`src/rtl/gpio_port_pkg.sv`:
```
package gpio_port_pkg;
  localparam int unsigned REG_ADDR_W = 2;

  typedef enum logic [REG_ADDR_W-1:0] {
    REG_LATCH = 2'd0,
    REG_DIR   = 2'd1,
    REG_PULL  = 2'd2,
    REG_SPARE = 2'd3
  } gpio_reg_e;
endpackage

```
`src/rtl/gpio_sync.sv`:
```
module gpio_sync #(
  parameter int unsigned WIDTH  = 8,
  parameter int unsigned STAGES = 2
) (
  input  logic             clk,
  input  logic             rst_n,
  input  logic [WIDTH-1:0] async_d,
  output logic [WIDTH-1:0] sync_q
);
  logic [WIDTH-1:0] chain_q [STAGES];

  for (genvar s = 0; s < STAGES; s++) begin : g_stage
    always_ff @(posedge clk or negedge rst_n) begin
      if (!rst_n) chain_q[s] <= '0;
      else if (s == 0) chain_q[s] <= async_d;
      else chain_q[s] <= chain_q[(s == 0) ? 0 : s-1];
    end
  end

  assign sync_q = chain_q[STAGES-1];
endmodule

```
`src/rtl/gpio_regs.sv`:
```
module gpio_regs
  import gpio_port_pkg::*;
#(
  parameter int unsigned WIDTH = 8
) (
  input  logic                  clk,
  input  logic                  rst_n,
  input  logic                  bus_valid,
  input  logic                  bus_we,
  input  logic [REG_ADDR_W-1:0] bus_addr,
  input  logic [WIDTH-1:0]      bus_wdata,
  input  logic [WIDTH-1:0]      pin_sync,
  output logic [WIDTH-1:0]      latch_q,
  output logic [WIDTH-1:0]      dir_q,
  output logic [WIDTH-1:0]      pull_q,
  output logic                  rd_valid,
  output logic [WIDTH-1:0]      rd_data
);
  gpio_reg_e        sel;
  logic             wr_en, rd_en;
  logic [WIDTH-1:0] data_view;
  logic [WIDTH-1:0] rd_mux;

  assign sel   = gpio_reg_e'(bus_addr);
  assign wr_en = bus_valid & bus_we;
  assign rd_en = bus_valid & ~bus_we;

  // Per-bit readback source: the latch for outputs, the pin for inputs.
  for (genvar b = 0; b < WIDTH; b++) begin : g_view
    assign data_view[b] = dir_q[b] ? latch_q[b] : pin_sync[b];
  end

  always_comb begin
    unique case (sel)
      REG_LATCH: rd_mux = data_view;
      REG_DIR:   rd_mux = dir_q;
      REG_PULL:  rd_mux = pull_q;
      default:   rd_mux = '0;
    endcase
  end

  always_ff @(posedge clk or negedge rst_n) begin
    if (!rst_n) begin
      latch_q  <= '0;
      dir_q    <= '0;
      pull_q   <= '0;
      rd_valid <= 1'b0;
      rd_data  <= '0;
    end else begin
      rd_valid <= rd_en;
      if (rd_en) rd_data <= rd_mux;
      if (wr_en) begin
        unique case (sel)
          REG_LATCH: latch_q <= bus_wdata;
          REG_DIR:   dir_q   <= bus_wdata;
          REG_PULL:  pull_q  <= bus_wdata;
          default:   ;
        endcase
      end
    end
  end

  // every read is answered on the next cycle, and only then.
  p_rd_answer_r9: assert property (@(posedge clk) disable iff (!rst_n)
    rd_en |=> rd_valid);
  p_rd_quiet_r9: assert property (@(posedge clk) disable iff (!rst_n)
    !rd_en |=> !rd_valid);
  p_spare_zero_r9: assert property (@(posedge clk) disable iff (!rst_n)
    (rd_en && sel == REG_SPARE) |=> rd_data == '0);
  // the latch takes the written value regardless of direction.
  p_latch_load_r4: assert property (@(posedge clk) disable iff (!rst_n)
    (wr_en && sel == REG_LATCH) |=> latch_q == $past(bus_wdata));
  // direction only moves on a write to its address.
  p_dir_hold_r10: assert property (@(posedge clk) disable iff (!rst_n)
    !(wr_en && sel == REG_DIR) |=> $stable(dir_q));
endmodule

```
`src/rtl/gpio_pin_mux.sv`:
```
module gpio_pin_mux #(
  parameter int unsigned WIDTH      = 8,
  parameter int unsigned SELECT_PIN = 0
) (
  input  logic [WIDTH-1:0] latch_q,
  input  logic [WIDTH-1:0] dir_q,
  input  logic [WIDTH-1:0] pull_q,
  input  logic             per_en,
  input  logic             per_master,
  input  logic [WIDTH-1:0] per_claim,
  input  logic [WIDTH-1:0] per_oe,
  input  logic [WIDTH-1:0] per_out,
  output logic [WIDTH-1:0] pad_oe,
  output logic [WIDTH-1:0] pad_out,
  output logic [WIDTH-1:0] pad_pu
);
  for (genvar i = 0; i < WIDTH; i++) begin : g_pin
    if (i == SELECT_PIN) begin : g_select
      logic slave_hold;
      logic unused_sel_ovr;
      assign slave_hold     = per_en & ~per_master;
      assign unused_sel_ovr = per_claim[i] ^ per_oe[i] ^ per_out[i];
      assign pad_oe[i]      = slave_hold ? 1'b0 : dir_q[i];
      assign pad_out[i]     = latch_q[i];
    end else begin : g_plain
      logic taken;
      assign taken      = per_en & per_claim[i];
      assign pad_oe[i]  = taken ? per_oe[i]  : dir_q[i];
      assign pad_out[i] = taken ? per_out[i] : latch_q[i];
    end
  end

  assign pad_pu = pull_q & ~pad_oe;
endmodule

```
`src/rtl/gpio_port_ovr.sv`:
```
module gpio_port_ovr
  import gpio_port_pkg::*;
#(
  parameter int unsigned WIDTH       = 8,
  parameter int unsigned SELECT_PIN  = 0,
  parameter int unsigned SYNC_STAGES = 2
) (
  input  logic                  clk,
  input  logic                  rst_n,
  input  logic                  bus_valid,
  input  logic                  bus_we,
  input  logic [REG_ADDR_W-1:0] bus_addr,
  input  logic [WIDTH-1:0]      bus_wdata,
  output logic                  bus_rvalid,
  output logic [WIDTH-1:0]      bus_rdata,
  input  logic [WIDTH-1:0]      pad_in,
  output logic [WIDTH-1:0]      pad_oe,
  output logic [WIDTH-1:0]      pad_out,
  output logic [WIDTH-1:0]      pad_pu,
  input  logic                  spi_en,
  input  logic                  spi_master,
  input  logic [WIDTH-1:0]      spi_claim,
  input  logic [WIDTH-1:0]      spi_oe,
  input  logic [WIDTH-1:0]      spi_out,
  output logic [WIDTH-1:0]      spi_in
);
  logic [WIDTH-1:0] pin_sync;
  logic [WIDTH-1:0] latch_q, dir_q, pull_q;

  gpio_sync #(.WIDTH(WIDTH), .STAGES(SYNC_STAGES)) u_sync (
    .clk(clk), .rst_n(rst_n), .async_d(pad_in), .sync_q(pin_sync)
  );

  gpio_regs #(.WIDTH(WIDTH)) u_regs (
    .clk(clk), .rst_n(rst_n),
    .bus_valid(bus_valid), .bus_we(bus_we), .bus_addr(bus_addr),
    .bus_wdata(bus_wdata), .pin_sync(pin_sync),
    .latch_q(latch_q), .dir_q(dir_q), .pull_q(pull_q),
    .rd_valid(bus_rvalid), .rd_data(bus_rdata)
  );

  gpio_pin_mux #(.WIDTH(WIDTH), .SELECT_PIN(SELECT_PIN)) u_mux (
    .latch_q(latch_q), .dir_q(dir_q), .pull_q(pull_q),
    .per_en(spi_en), .per_master(spi_master), .per_claim(spi_claim),
    .per_oe(spi_oe), .per_out(spi_out),
    .pad_oe(pad_oe), .pad_out(pad_out), .pad_pu(pad_pu)
  );

  assign spi_in = pin_sync;

  // a pull-up never coincides with an enabled driver.
  p_pull_gate_r7: assert property (@(posedge clk) disable iff (!rst_n)
    (pad_pu & pad_oe) == '0);
  // slave mode forces the select pin to input.
  p_select_input_r6: assert property (@(posedge clk) disable iff (!rst_n)
    (spi_en && !spi_master) |-> !pad_oe[SELECT_PIN]);
  // otherwise the select pin follows its direction bit.
  p_select_gpio_r6: assert property (@(posedge clk) disable iff (!rst_n)
    (!spi_en || spi_master) |-> pad_oe[SELECT_PIN] == dir_q[SELECT_PIN]);
  // with the peripheral off, every driver follows the direction register.
  p_dir_drive_r2: assert property (@(posedge clk) disable iff (!rst_n)
    !spi_en |-> pad_oe == dir_q);
endmodule

```
`config.mk`:
```
export PLATFORM = sky130hd
export DESIGN_NAME = gpio_port_ovr
export DESIGN_NICKNAME = d
export VERILOG_FILES = /design/src/rtl/gpio_port_pkg.sv /design/src/rtl/gpio_sync.sv /design/src/rtl/gpio_regs.sv /design/src/rtl/gpio_pin_mux.sv /design/src/rtl/gpio_port_ovr.sv
export SDC_FILE = /design/constraint.sdc
export NUM_CORES = 1
export LEC_CHECK = 0
export BUFFER_PORTS_ARGS = -buffer_cell sky130_fd_sc_hd__buf_2
export CAP_MARGIN = 20
export CELL_PAD_IN_SITES_DETAIL_PLACEMENT = 1
export CELL_PAD_IN_SITES_GLOBAL_PLACEMENT = 2
export CORE_MARGIN = 10
export CORE_UTILIZATION = 25
export CTS_BUF_LIST = sky130_fd_sc_hd__clkbuf_8
export CTS_CLUSTER_SIZE = 8
export DETAILED_ROUTE_END_ITERATION = 7
export PLACE_DENSITY = 0.79
export SLEW_MARGIN = 30
export SYNTH_ARGS = -nofsm -noshare
export SYNTH_HDL_FRONTEND = slang
export SYNTH_SLANG_ARGS = --single-unit
```
`constraint.sdc`:
```
create_clock -name clk -period 1.65 [get_ports clk]
set_input_delay 0.4125 -clock clk [delete_from_list [all_inputs] [get_ports clk]]
set_output_delay 0.4125 -clock clk [all_outputs]
set_load 0.05 [all_outputs]
```
==> flow_metrics.env <==
export IMPL_postRouteAntennaNets=0
export IMPL_critical_path_arrival_ps=1290
export IMPL_die_area_um2=12700
export IMPL_clock_sinks=49
export IMPL_setup_viol=14
export IMPL_grt_max_degree=50
export IMPL_insertion_delay_ps=290
export IMPL_die_h_um=113
export IMPL_place_port_buffers=85
export IMPL_initial_core_util_pct=25.9
export IMPL_worst_path_max_fanout=5
export IMPL_final_common_cell="buf_2"
export IMPL_root_buffer="clkbuf_8"
export IMPL_drt_initial_drc_count=18
export IMPL_finalWirelength_um=6690
export IMPL_final_cell_mix="62 x buf_2, 49 x dfrtp_1, 24 x mux2_2"
export IMPL_mappedNetlistArea_um2=2150
export IMPL_synth_nets=221
export IMPL_fin_util_pct=39.6
export IMPL_place_congestion=0.738
export IMPL_worst_pin_slew_ps=372
export IMPL_yosysSeqAreaShare_pct=57.1
export IMPL_violations="setup timing"
export IMPL_setup_ws_ps=-56.7
export IMPL_reg2reg_from="u_regs.dir_q[5]$_DFFE_PN0P_"
export IMPL_dr_pass1_iters=4
export IMPL_synth_compound_area_share_pct=8.80
export IMPL_antenna_found_initial=0
export IMPL_cp_startpoint="spi_en"
export IMPL_area_delta_synth_final_pct=53.1
export IMPL_post_dp_hpwl_um=4980
export IMPL_drv_cap=0
export IMPL_clockBufferDepth=2
export IMPL_min_path_type="input pin to asynchronous set/reset pin"
export IMPL_vdd_ir_drop_max_mv=0.432
export IMPL_via_per_inst=4.48
export IMPL_placedInstanceArea_um2=2870
export IMPL_status="finished with violations"
export IMPL_cp_start_kind="input pin"
export IMPL_post_route_period_util_pct=103
export IMPL_stdcell_area_um2=3290
export IMPL_end_kind="primary output"
export IMPL_die_w_um=113
export IMPL_r2r_end="u_regs.rd_data[5]$_DFFE_PN0P_"
export IMPL_core_region_area_um2=8300
export IMPL_slew_limit_headroom_pct=75.2
export IMPL_vias=1699
export IMPL_synth_xor_area_share_pct=0
export IMPL_required_ps=1240
export IMPL_grt_pass1_vias=1926
export IMPL_grt_overflow_total=0
export IMPL_yosys_warnings=0
export IMPL_finalClockSkew_ps=2.46
export IMPL_n_antenna_cell=0
export IMPL_cts_inserted_buffers=5
export IMPL_endpoint="pad_pu[6]"
export IMPL_fmax_ghz=0.586
export IMPL_ff2ff_path_depth=4
export IMPL_grt_usage_pct=10.3
export IMPL_io_pins=89
export IMPL_yosysTopAreaCellShare_pct=57.1
export IMPL_synth_fa_ha_area_share_pct=0
export IMPL_slew_viol_final=0
export IMPL_final_nets=321
export IMPL_cts_tree="built"
export IMPL_htreeDepth=2
export IMPL_synth_seq_cells=49
export IMPL_grt_pass1_wl_um=10400
export IMPL_synth_simple_gate_area_share_pct=6.99
export IMPL_reg2reg_setup_slack_ps=320
export IMPL_yosysUniqueCellTypes=23
export IMPL_static_leakage_power_nw=1.60
export IMPL_syn_avg_cell_area_um2=12.4
export IMPL_min_period_ps=1710
export IMPL_muxShareOfSynthArea_pct=19.9
export IMPL_syn_inst=173
export IMPL_synth_top_family_by_area="multiplexers"
export IMPL_cts_reportedPaths_clkPinSlew_ps=90
export IMPL_synth_area_leaders="dfrtp_1 57%, mux2_2 20%, buf_4 3.5%"
export IMPL_drcViolationCount=0
export IMPL_p_per_area_nw_per_um2=1230
export IMPL_rsz0062_at_grt="true"
export IMPL_wl_per_cell_um=17.7
export IMPL_layout_drive_gt1_share_pct=63.1
export IMPL_hold_violations=0
export IMPL_crit_type="input pin to primary output"
export IMPL_synth_top_area_cell="dfrtp_1"
export IMPL_rows=33
## what timing repair did
item	in CTS	in global routing
setup endpoints to repair	22	23
hold buffers	0	0
pin swaps	10	0
gates resized for setup	76	10
setup buffers	1	2
## through the flow
stage                     std cells  TNS, ps  setup WS, ps  power, mW  hold slack (ps)
after floorplan                 173     -875          -120       2.58              117
after global placement          368    -2860          -211       2.92              332
after detailed placement        368    -3180          -224       2.95              336
after CTS                       377     -522         -63.1       4.08             93.5
after global routing            379     -898          -100       4.27             93.6
final                           379     -477         -56.7       4.06             72.2
## critical path: stages
cell and delay, ps:
buf_8 100, buf_12 140, nand2_4 80, mux2_4 320, nor2_4 80, buf_6 160
## final cells by class
class	count	area, um^2
multi-input cells	94	931
flip-flops and latches	49	1230
repair buffers	107	823
inverters	16	60.1
clock buffers	6	82.6
fillers	893	5010
clock inverters	2	33.8
well taps	105	131
## layer usage
metal,part of all wire [%],track usage (%),wire [um]
met4,0.85,2.28,57
met3,6.5,3.78,433
met5,0,0,0
met1,42,11.4,2790
met2,51,18.4,3410
## logic make-up after synthesis
| kind of cell | Yosys count |
|---|---|
| flops | 49 |
| mux | 38 |
| simple gates | 30 |
| buf+inv | 30 |
| compound gates | 26 |
## worst min-delay path by stage
stage / end / depth (start not counted) / startpoint / slack [ps]
global route: u_sync.chain_q[9]$_DFF_PN0_ / 2 / rst_n / 90
floorplan: u_regs.dir_q[0]$_DFFE_PN0P_ / 0 / rst_n / 120
CTS: u_sync.sync_q[1]$_DFF_PN0_ / 2 / rst_n / 90
finish: u_sync.sync_q[1]$_DFF_PN0_ / 2 / rst_n / 70
detailed placement: u_sync.sync_q[2]$_DFF_PN0_ / 0 / u_sync.chain_q[10]$_DFF_PN0_ / 340
global placement: u_sync.sync_q[2]$_DFF_PN0_ / 0 / u_sync.chain_q[10]$_DFF_PN0_ / 330
## where the power goes
group | switching [mW] | internal, mW | total (mW)
Clock | 0.383 | 0.488 | 0.871
Sequential | 0.132 | 1.39 | 1.52
Combinational | 0.993 | 0.675 | 1.67
Total | 1.51 | 2.55 | 4.06
## sequential cells by signal, summed over array words and instances (netlist names)
| register | count |
|---|---|
| u_sync.chain_q | 8 |
| u_regs.pull_q | 8 |
| u_sync.sync_q | 8 |
| u_regs.rd_data | 8 |
| u_regs.dir_q | 8 |
| u_regs.latch_q | 8 |
| u_regs.rd_valid | 1 |
## synthesized netlist by cell type
cell / count
nor2_1: 15
mux2_2: 38
dfrtp_1: 49
o21ai_0: 1
nand4_2: 1
a31oi_1: 7
o22a_1: 1
and2b_1: 1
a32oi_1: 7
nand2_1: 8
inv_1: 15
a21oi_1: 2
buf_4: 10
or3b_2: 1
buf_2: 3
nor3_2: 1
o211ai_1: 7
o31ai_1: 1
and2b_2: 1
nand3_2: 1
nor2b_1: 1
clkinv_1: 1
clkbuf_1: 1
(Power assumes the default switching activity.)
